**config.mk**
```make
export PLATFORM = sky130hd
export DESIGN_NAME = byte_payload_fetch
export DESIGN_NICKNAME = d
export VERILOG_FILES = /design/src/rtl/fetch_pkg.sv /design/src/rtl/fetch_addr_ctr.sv /design/src/rtl/payload_asm.sv /design/src/rtl/issue_ctl.sv /design/src/rtl/byte_payload_fetch.sv
export SDC_FILE = /design/constraint.sdc
export NUM_CORES = 1
export LEC_CHECK = 0
export BUFFER_PORTS_ARGS = -buffer_cell sky130_fd_sc_hd__buf_2
export CAP_MARGIN = 20
export CORE_MARGIN = 2
export CORE_UTILIZATION = 50
export DETAILED_ROUTE_END_ITERATION = 16
export GPL_ROUTABILITY_DRIVEN = 0
export GPL_TIMING_DRIVEN = 0
export PLACE_DENSITY = 0.83
export SLEW_MARGIN = 20
export SYNTH_ARGS = -nofsm -noshare
export SYNTH_HDL_FRONTEND = slang
export SYNTH_SLANG_ARGS = --single-unit
```
**constraint.sdc**
```tcl
create_clock -name clk -period 4.8 [get_ports clk]
set_input_delay 1.2 -clock clk [delete_from_list [all_inputs] [get_ports clk]]
set_output_delay 1.2 -clock clk [all_outputs]
set_load 0.1 [all_outputs]
```
**src/rtl/fetch_pkg.sv**
```systemverilog
package fetch_pkg;

  typedef enum logic [1:0] {
    FMT_STD  = 2'd0,
    FMT_IMM  = 2'd1,
    FMT_PRIM = 2'd2
  } fmt_e;

  typedef enum logic [1:0] {
    ASM_EMPTY = 2'd0,
    ASM_HALF  = 2'd1,
    ASM_FULL  = 2'd2
  } asm_state_e;

  // Format select lives in the two most significant payload bits.
  function automatic fmt_e classify(input logic [1:0] sel);
    if (sel[1])      return FMT_PRIM;
    else if (sel[0]) return FMT_IMM;
    else             return FMT_STD;
  endfunction

endpackage

```
**src/rtl/fetch_addr_ctr.sv**
```systemverilog
module fetch_addr_ctr #(
  parameter int unsigned AW         = 16,
  parameter logic [AW-1:0] RESET_ADDR = '0
) (
  input  logic          clk,
  input  logic          rst_n,
  input  logic          load,
  input  logic [AW-1:0] load_addr,
  input  logic          step,
  output logic [AW-1:0] addr
);

  logic [AW-1:0] addr_q, addr_d;
  logic          addr_en;

  always_comb begin
    addr_en = load | step;
    addr_d  = addr_q;
    if (load)      addr_d = load_addr;
    else if (step) addr_d = addr_q + AW'(1);
  end

  always_ff @(posedge clk or negedge rst_n) begin
    if (!rst_n)       addr_q <= RESET_ADDR;
    else if (addr_en) addr_q <= addr_d;
  end

  assign addr = addr_q;

endmodule

```
**src/rtl/payload_asm.sv**
```systemverilog
module payload_asm
  import fetch_pkg::*;
#(
  parameter int unsigned BW = 8
) (
  input  logic          clk,
  input  logic          rst_n,
  input  logic          flush,
  input  logic          take,
  input  logic [BW-1:0] byte_in,
  input  logic          consume,
  output asm_state_e    state,
  output logic [BW-1:0] hi_byte,
  output logic [BW-1:0] lo_byte
);

  asm_state_e    st_q, st_d;
  logic [BW-1:0] hi_q, hi_d, lo_q, lo_d;
  logic          st_en, hi_en, lo_en;

  always_comb begin
    st_d  = st_q;
    hi_d  = hi_q;
    lo_d  = lo_q;
    hi_en = 1'b0;
    lo_en = 1'b0;
    if (flush) begin
      st_d = ASM_EMPTY;
    end else begin
      unique case (st_q)
        ASM_EMPTY: if (take) begin
          hi_d  = byte_in;
          hi_en = 1'b1;
          st_d  = ASM_HALF;
        end
        ASM_HALF: if (take) begin
          lo_d  = byte_in;
          lo_en = 1'b1;
          st_d  = ASM_FULL;
        end
        ASM_FULL: if (consume) st_d = ASM_EMPTY;
        default: st_d = ASM_EMPTY;
      endcase
    end
    st_en = (st_d != st_q);
  end

  always_ff @(posedge clk or negedge rst_n) begin
    if (!rst_n)     st_q <= ASM_EMPTY;
    else if (st_en) st_q <= st_d;
  end

  always_ff @(posedge clk or negedge rst_n) begin
    if (!rst_n)     hi_q <= '0;
    else if (hi_en) hi_q <= hi_d;
  end

  always_ff @(posedge clk or negedge rst_n) begin
    if (!rst_n)     lo_q <= '0;
    else if (lo_en) lo_q <= lo_d;
  end

  assign state   = st_q;
  assign hi_byte = hi_q;
  assign lo_byte = lo_q;

endmodule

```
**src/rtl/issue_ctl.sv**
```systemverilog
module issue_ctl
  import fetch_pkg::*;
#(
  parameter int unsigned BW = 8,
  localparam int unsigned PW = 2 * BW
) (
  input  logic          clk,
  input  logic          rst_n,
  input  logic          flush,
  input  asm_state_e    state,
  input  logic [BW-1:0] hi_byte,
  input  logic [BW-1:0] lo_byte,
  input  logic          iss_ready,
  output logic          iss_valid,
  output logic          iss_partial,
  output logic          iss_first_done,
  output logic [1:0]    iss_fmt,
  output logic [PW-1:0] iss_payload,
  output logic          consume
);

  fmt_e fmt;
  logic early_q, early_d, early_en;
  logic part_offer, full_offer;

  always_comb begin
    fmt        = classify(hi_byte[BW-1 -: 2]);
    part_offer = (state == ASM_HALF) && (fmt == FMT_PRIM) && !early_q;
    full_offer = (state == ASM_FULL);
    consume    = full_offer && iss_ready;
  end

  always_comb begin
    early_d = early_q;
    if (flush || consume)         early_d = 1'b0;
    else if (part_offer && iss_ready) early_d = 1'b1;
    early_en = (early_d != early_q);
  end

  always_ff @(posedge clk or negedge rst_n) begin
    if (!rst_n)        early_q <= 1'b0;
    else if (early_en) early_q <= early_d;
  end

  assign iss_valid      = part_offer || full_offer;
  assign iss_partial    = part_offer;
  assign iss_first_done = full_offer && early_q;
  assign iss_fmt        = fmt;
  assign iss_payload    = {hi_byte, (full_offer ? lo_byte : {BW{1'b0}})};

endmodule

```
**src/rtl/byte_payload_fetch.sv**
```systemverilog
module byte_payload_fetch
  import fetch_pkg::*;
#(
  parameter int unsigned AW          = 16,
  parameter int unsigned BW          = 8,
  parameter logic [AW-1:0] RESET_ADDR = '0,
  parameter int unsigned SYNC_STAGES = 2,
  localparam int unsigned PW = 2 * BW
) (
  input  logic          clk,
  input  logic          rst_n,
  output logic          mem_req,
  output logic [AW-1:0] mem_addr,
  input  logic          mem_rvalid,
  input  logic [BW-1:0] mem_rdata,
  input  logic          redirect,
  input  logic [AW-1:0] redirect_addr,
  output logic          iss_valid,
  input  logic          iss_ready,
  output logic          iss_partial,
  output logic          iss_first_done,
  output logic [1:0]    iss_fmt,
  output logic [PW-1:0] iss_payload
);

  logic [SYNC_STAGES-1:0] sync_q;
  logic                   rst_sync_n;

  always_ff @(posedge clk or negedge rst_n) begin
    if (!rst_n) sync_q <= '0;
    else        sync_q <= {sync_q[SYNC_STAGES-2:0], 1'b1};
  end
  assign rst_sync_n = sync_q[SYNC_STAGES-1];

  asm_state_e    state;
  logic [BW-1:0] hi_byte, lo_byte;
  logic          take, consume;

  assign mem_req = rst_sync_n && !redirect && (state != ASM_FULL);
  assign take    = mem_req && mem_rvalid;

  fetch_addr_ctr #(.AW(AW), .RESET_ADDR(RESET_ADDR)) u_addr (
    .clk       (clk),
    .rst_n     (rst_sync_n),
    .load      (redirect),
    .load_addr (redirect_addr),
    .step      (take),
    .addr      (mem_addr)
  );

  payload_asm #(.BW(BW)) u_asm (
    .clk     (clk),
    .rst_n   (rst_sync_n),
    .flush   (redirect),
    .take    (take),
    .byte_in (mem_rdata),
    .consume (consume),
    .state   (state),
    .hi_byte (hi_byte),
    .lo_byte (lo_byte)
  );

  issue_ctl #(.BW(BW)) u_iss (
    .clk            (clk),
    .rst_n          (rst_sync_n),
    .flush          (redirect),
    .state          (state),
    .hi_byte        (hi_byte),
    .lo_byte        (lo_byte),
    .iss_ready      (iss_ready),
    .iss_valid      (iss_valid),
    .iss_partial    (iss_partial),
    .iss_first_done (iss_first_done),
    .iss_fmt        (iss_fmt),
    .iss_payload    (iss_payload),
    .consume        (consume)
  );

endmodule

```
==> key figures <==
Routing
  • Via Count: 1695
  • Antenna violation net count after detailed routing: 0
  • WL/cell: ~15 um
  • DRT Pass-1 Iters: 4
  • Routed WL: 4490 um
  • DR vias/cell: approximately 5.6
  • First DRT Iteration DRCs: between 100 and 150
  • DRC violations left: 0

STA
  • Final Max Slew Viols: 0
  • Final setup fails: 0
  • Slew headroom: 60.2%
  • Final Critical Period: around 3.5 ns
  • Pin slew with the least headroom to its limit: 0.595 ns
  • Setup tns final: 0 ns
  • Fin crit share: around three quarters
  • Hold slack: 0.161 ns
  • FMAX: 0.285 GHz
  • RSZ-0062 raised after global routing: false
  • Final Skew: approximately 0.0085 ns
  • Final hold vios: 0

Synthesis
  • Sequential fraction of the synthesis area: 48.9%
  • Syn Std Cell Area: 0.00189 sq mm
  • Yosys cell types: 45
  • Post-synthesis mux area share: between 10% and 20%
  • Synthesized-area fraction occupied by adder cells: 0.661%
  • Synth Warn #: 0
  • Synth Area in XOR/XNOR: 0.926%
  • Simple-Gate Fraction of Synth Area: 22.8%
  • Syn Inst Count: 180
  • Complex-gate fraction of the synthesized area: 12.8%
  • Seq cells post-synth: 37
  • Syn_area_per_cell: ~11 sq um
  • Synth Net Count: 210
  • Main combinational cell family by area after synthesis: simple AND/OR/NAND/NOR gates

Cells and area
  • # nets final: roughly 280
  • Area grow syn2layout: 27.4%
  • Commonest non-fill, non-tap cell in the layout: buf_2
  • Diode count: 0
  • Share of layout cells above drive strength 1: 42.4%
  • Layout fillers: between 300 and 400
  • Most frequent cells in the layout: 69 x buf_2, 36 x dfrtp_1, 16 x mux2_2, 14 x nand2_1, 12 x nand3_1

Power
  • Lkg Pwr: 1.17 nW
  • IR drop worst, VDD: around 0.00028 V
  • Pwr Density: 408 mW/mm^2

Clock network
  • # resized after CTS: 0
  • Clock sink total: 37
  • CTS buffer count: 5
  • Postcts setup bufs: 0
  • Worst skew pair latency: ~0.3 ns
  • H-tree level count: 2
  • Clk buf depth: 2
  • Clk pin slew, worst setup/hold paths: 0.08 ns
  • CTS tree: yes
  • CTS Hold Bufs: 0
  • Root Driver: clkbuf_8

Floorplan
  • Core area: 0.00366 sq mm
  • I/O pin count: 67
  • Die ar.: between 0.004 and 0.005 sq mm
  • Die extent in y: 65.5 um
  • Die width: 65.5 um
  • Row Count: 22
  • Initial Util: 51.7%

Placement
  • Dpl hpwl: between 3000 and 4000 um
  • Port Buffers: 66

Setup path
  • R2R depth: 4
  • Crit Path Category: input pin to output port
  • RR Startpoint: sync_q[1]
  • Crit path max fanout: 10
  • R2r endpoint: u_asm.hi_byte[1]
  • CP Data Required Time: 3.60 ns
  • Critical Path Source Type: input pin
  • CP arrival: 2.31 ns
  • Worst setup EP type: output port
  • Reg2reg setup slack: 2.59 ns

Run
  • Max cap viols: 0

GRT
  • Initial antenna violation count: 0
  • GR Util All Layers: 23.6%
  • Vias in the first global route: 1605
  • Largest net degree at the start of global routing: 30
  • First-pass GRT wire length: 7640 um
  • Grt ovf: 0

Status
  • Status: complete, no violations

Hold path
  • Hold Path Class: register to asynchronous set/reset pin
routing by layer:
layer / up-vias / track usage, % / routed length, um
met2: 47 / 37.2 / 2170
met1: 817 / 32.2 / 2010
li1: 824 / - / -
met5: - / 0 / 0
met3: 7 / 4.28 / 247
met4: 0 / 9.64 / 57
cells in the mapped netlist (all sizes together):
library cell	n	area, sq um
nor3	4	20.0
a21o	3	23.8
mux2i	1	10.0
nor2	7	28.8
nand4	3	18.8
and3	3	21.3
or4	6	48.8
nand4b	1	8.76
a221o	3	30.0
nand2	14	52.6
nor4bb	1	10.0
o41ai	1	8.76
mux2	16	180
a41oi	1	8.76
and4	3	26.3
ha	1	12.5
nand2b	2	12.5
or2	3	18.8
inv	6	22.5
nand3	13	70.1
a31oi	5	31.3
o21ai	6	30.0
or4b	1	10.0
clkbuf	3	11.3
a22oi	1	7.51
o31ai	2	15.0
o211ai	2	15.0
a21oi	4	20.0
and2	10	63.8
conb	1	3.75
nor2b	2	12.5
xnor2	2	17.5
a32oi	3	26.3
and3b	1	8.76
o311ai	3	26.3
dfrtp	37	926
buf	5	33.8
final cells by class:
class / count / area (sq um) / area share (%)
tap: 48 / 60.1 / 2.49
multi-input combinational: 129 / 913 / 37.9
buffer: 8 / 45.0 / 1.87
inverter: 6 / 22.5 / 0.935
clock inverter: 3 / 22.5 / 0.935
sequential: 37 / 927 / 38.5
clock buffer: 5 / 68.8 / 2.86
timing repair buffer: 67 / 350 / 14.5
stage by stage:
step / setup WS, ns / instance area (sq um) / power, mW / util (%) / instances
2_1_floorplan: 0.748 / 1910 / 0.699 / - / 180
3_3_place_gp: 1.31 / 2300 / 0.762 / 62.7 / 294
3_5_place_dp: 1.33 / 2320 / 0.771 / 63.3 / 295
4_1_cts: 1.30 / 2410 / 0.990 / 65.8 / 303
5_1_grt: 1.27 / 2410 / 1.02 / 65.8 / 303
6_report: 1.29 / 2410 / 0.983 / 65.8 / 303
power by group:
part / switching, mW / internal (mW)
sequential: 0.0355 / 0.350
clock: 0.117 / 0.103
combinational: 0.302 / 0.0758
critical path, cell delays in order:
cell and delay (ns):
buf_2 0.12, inv_1 0.15, buf_2 0.23, and3_1 0.18, buf_2 0.42
state kept, by name (all words and copies together) (netlist names):
register       cells
u_addr.addr       16
u_asm.hi_byte      8
u_asm.lo_byte      8
sync_q             2
u_asm.state        2
u_iss.early_q      1
worst max-delay path by stage:
| stage | to | from | slack [ns] |
|---|---|---|---|
| global placement | mem_req | redirect | 1.31 |
| detailed placement | mem_req | redirect | 1.33 |
| floorplan | iss_valid | u_asm.hi_byte[7] | 0.75 |
| finish | mem_req | redirect | 1.29 |
| CTS | mem_req | redirect | 1.30 |
| global route | mem_req | redirect | 1.27 |
cells by family after synthesis:
kind of cell	after synthesis
compound gates	34
xor+xnor	2
fa+ha+maj	1
buf+inv	14
flops	37
mux	17
other cells	1
simple gates	74
Note: power is estimated with default switching activity, not from simulation.
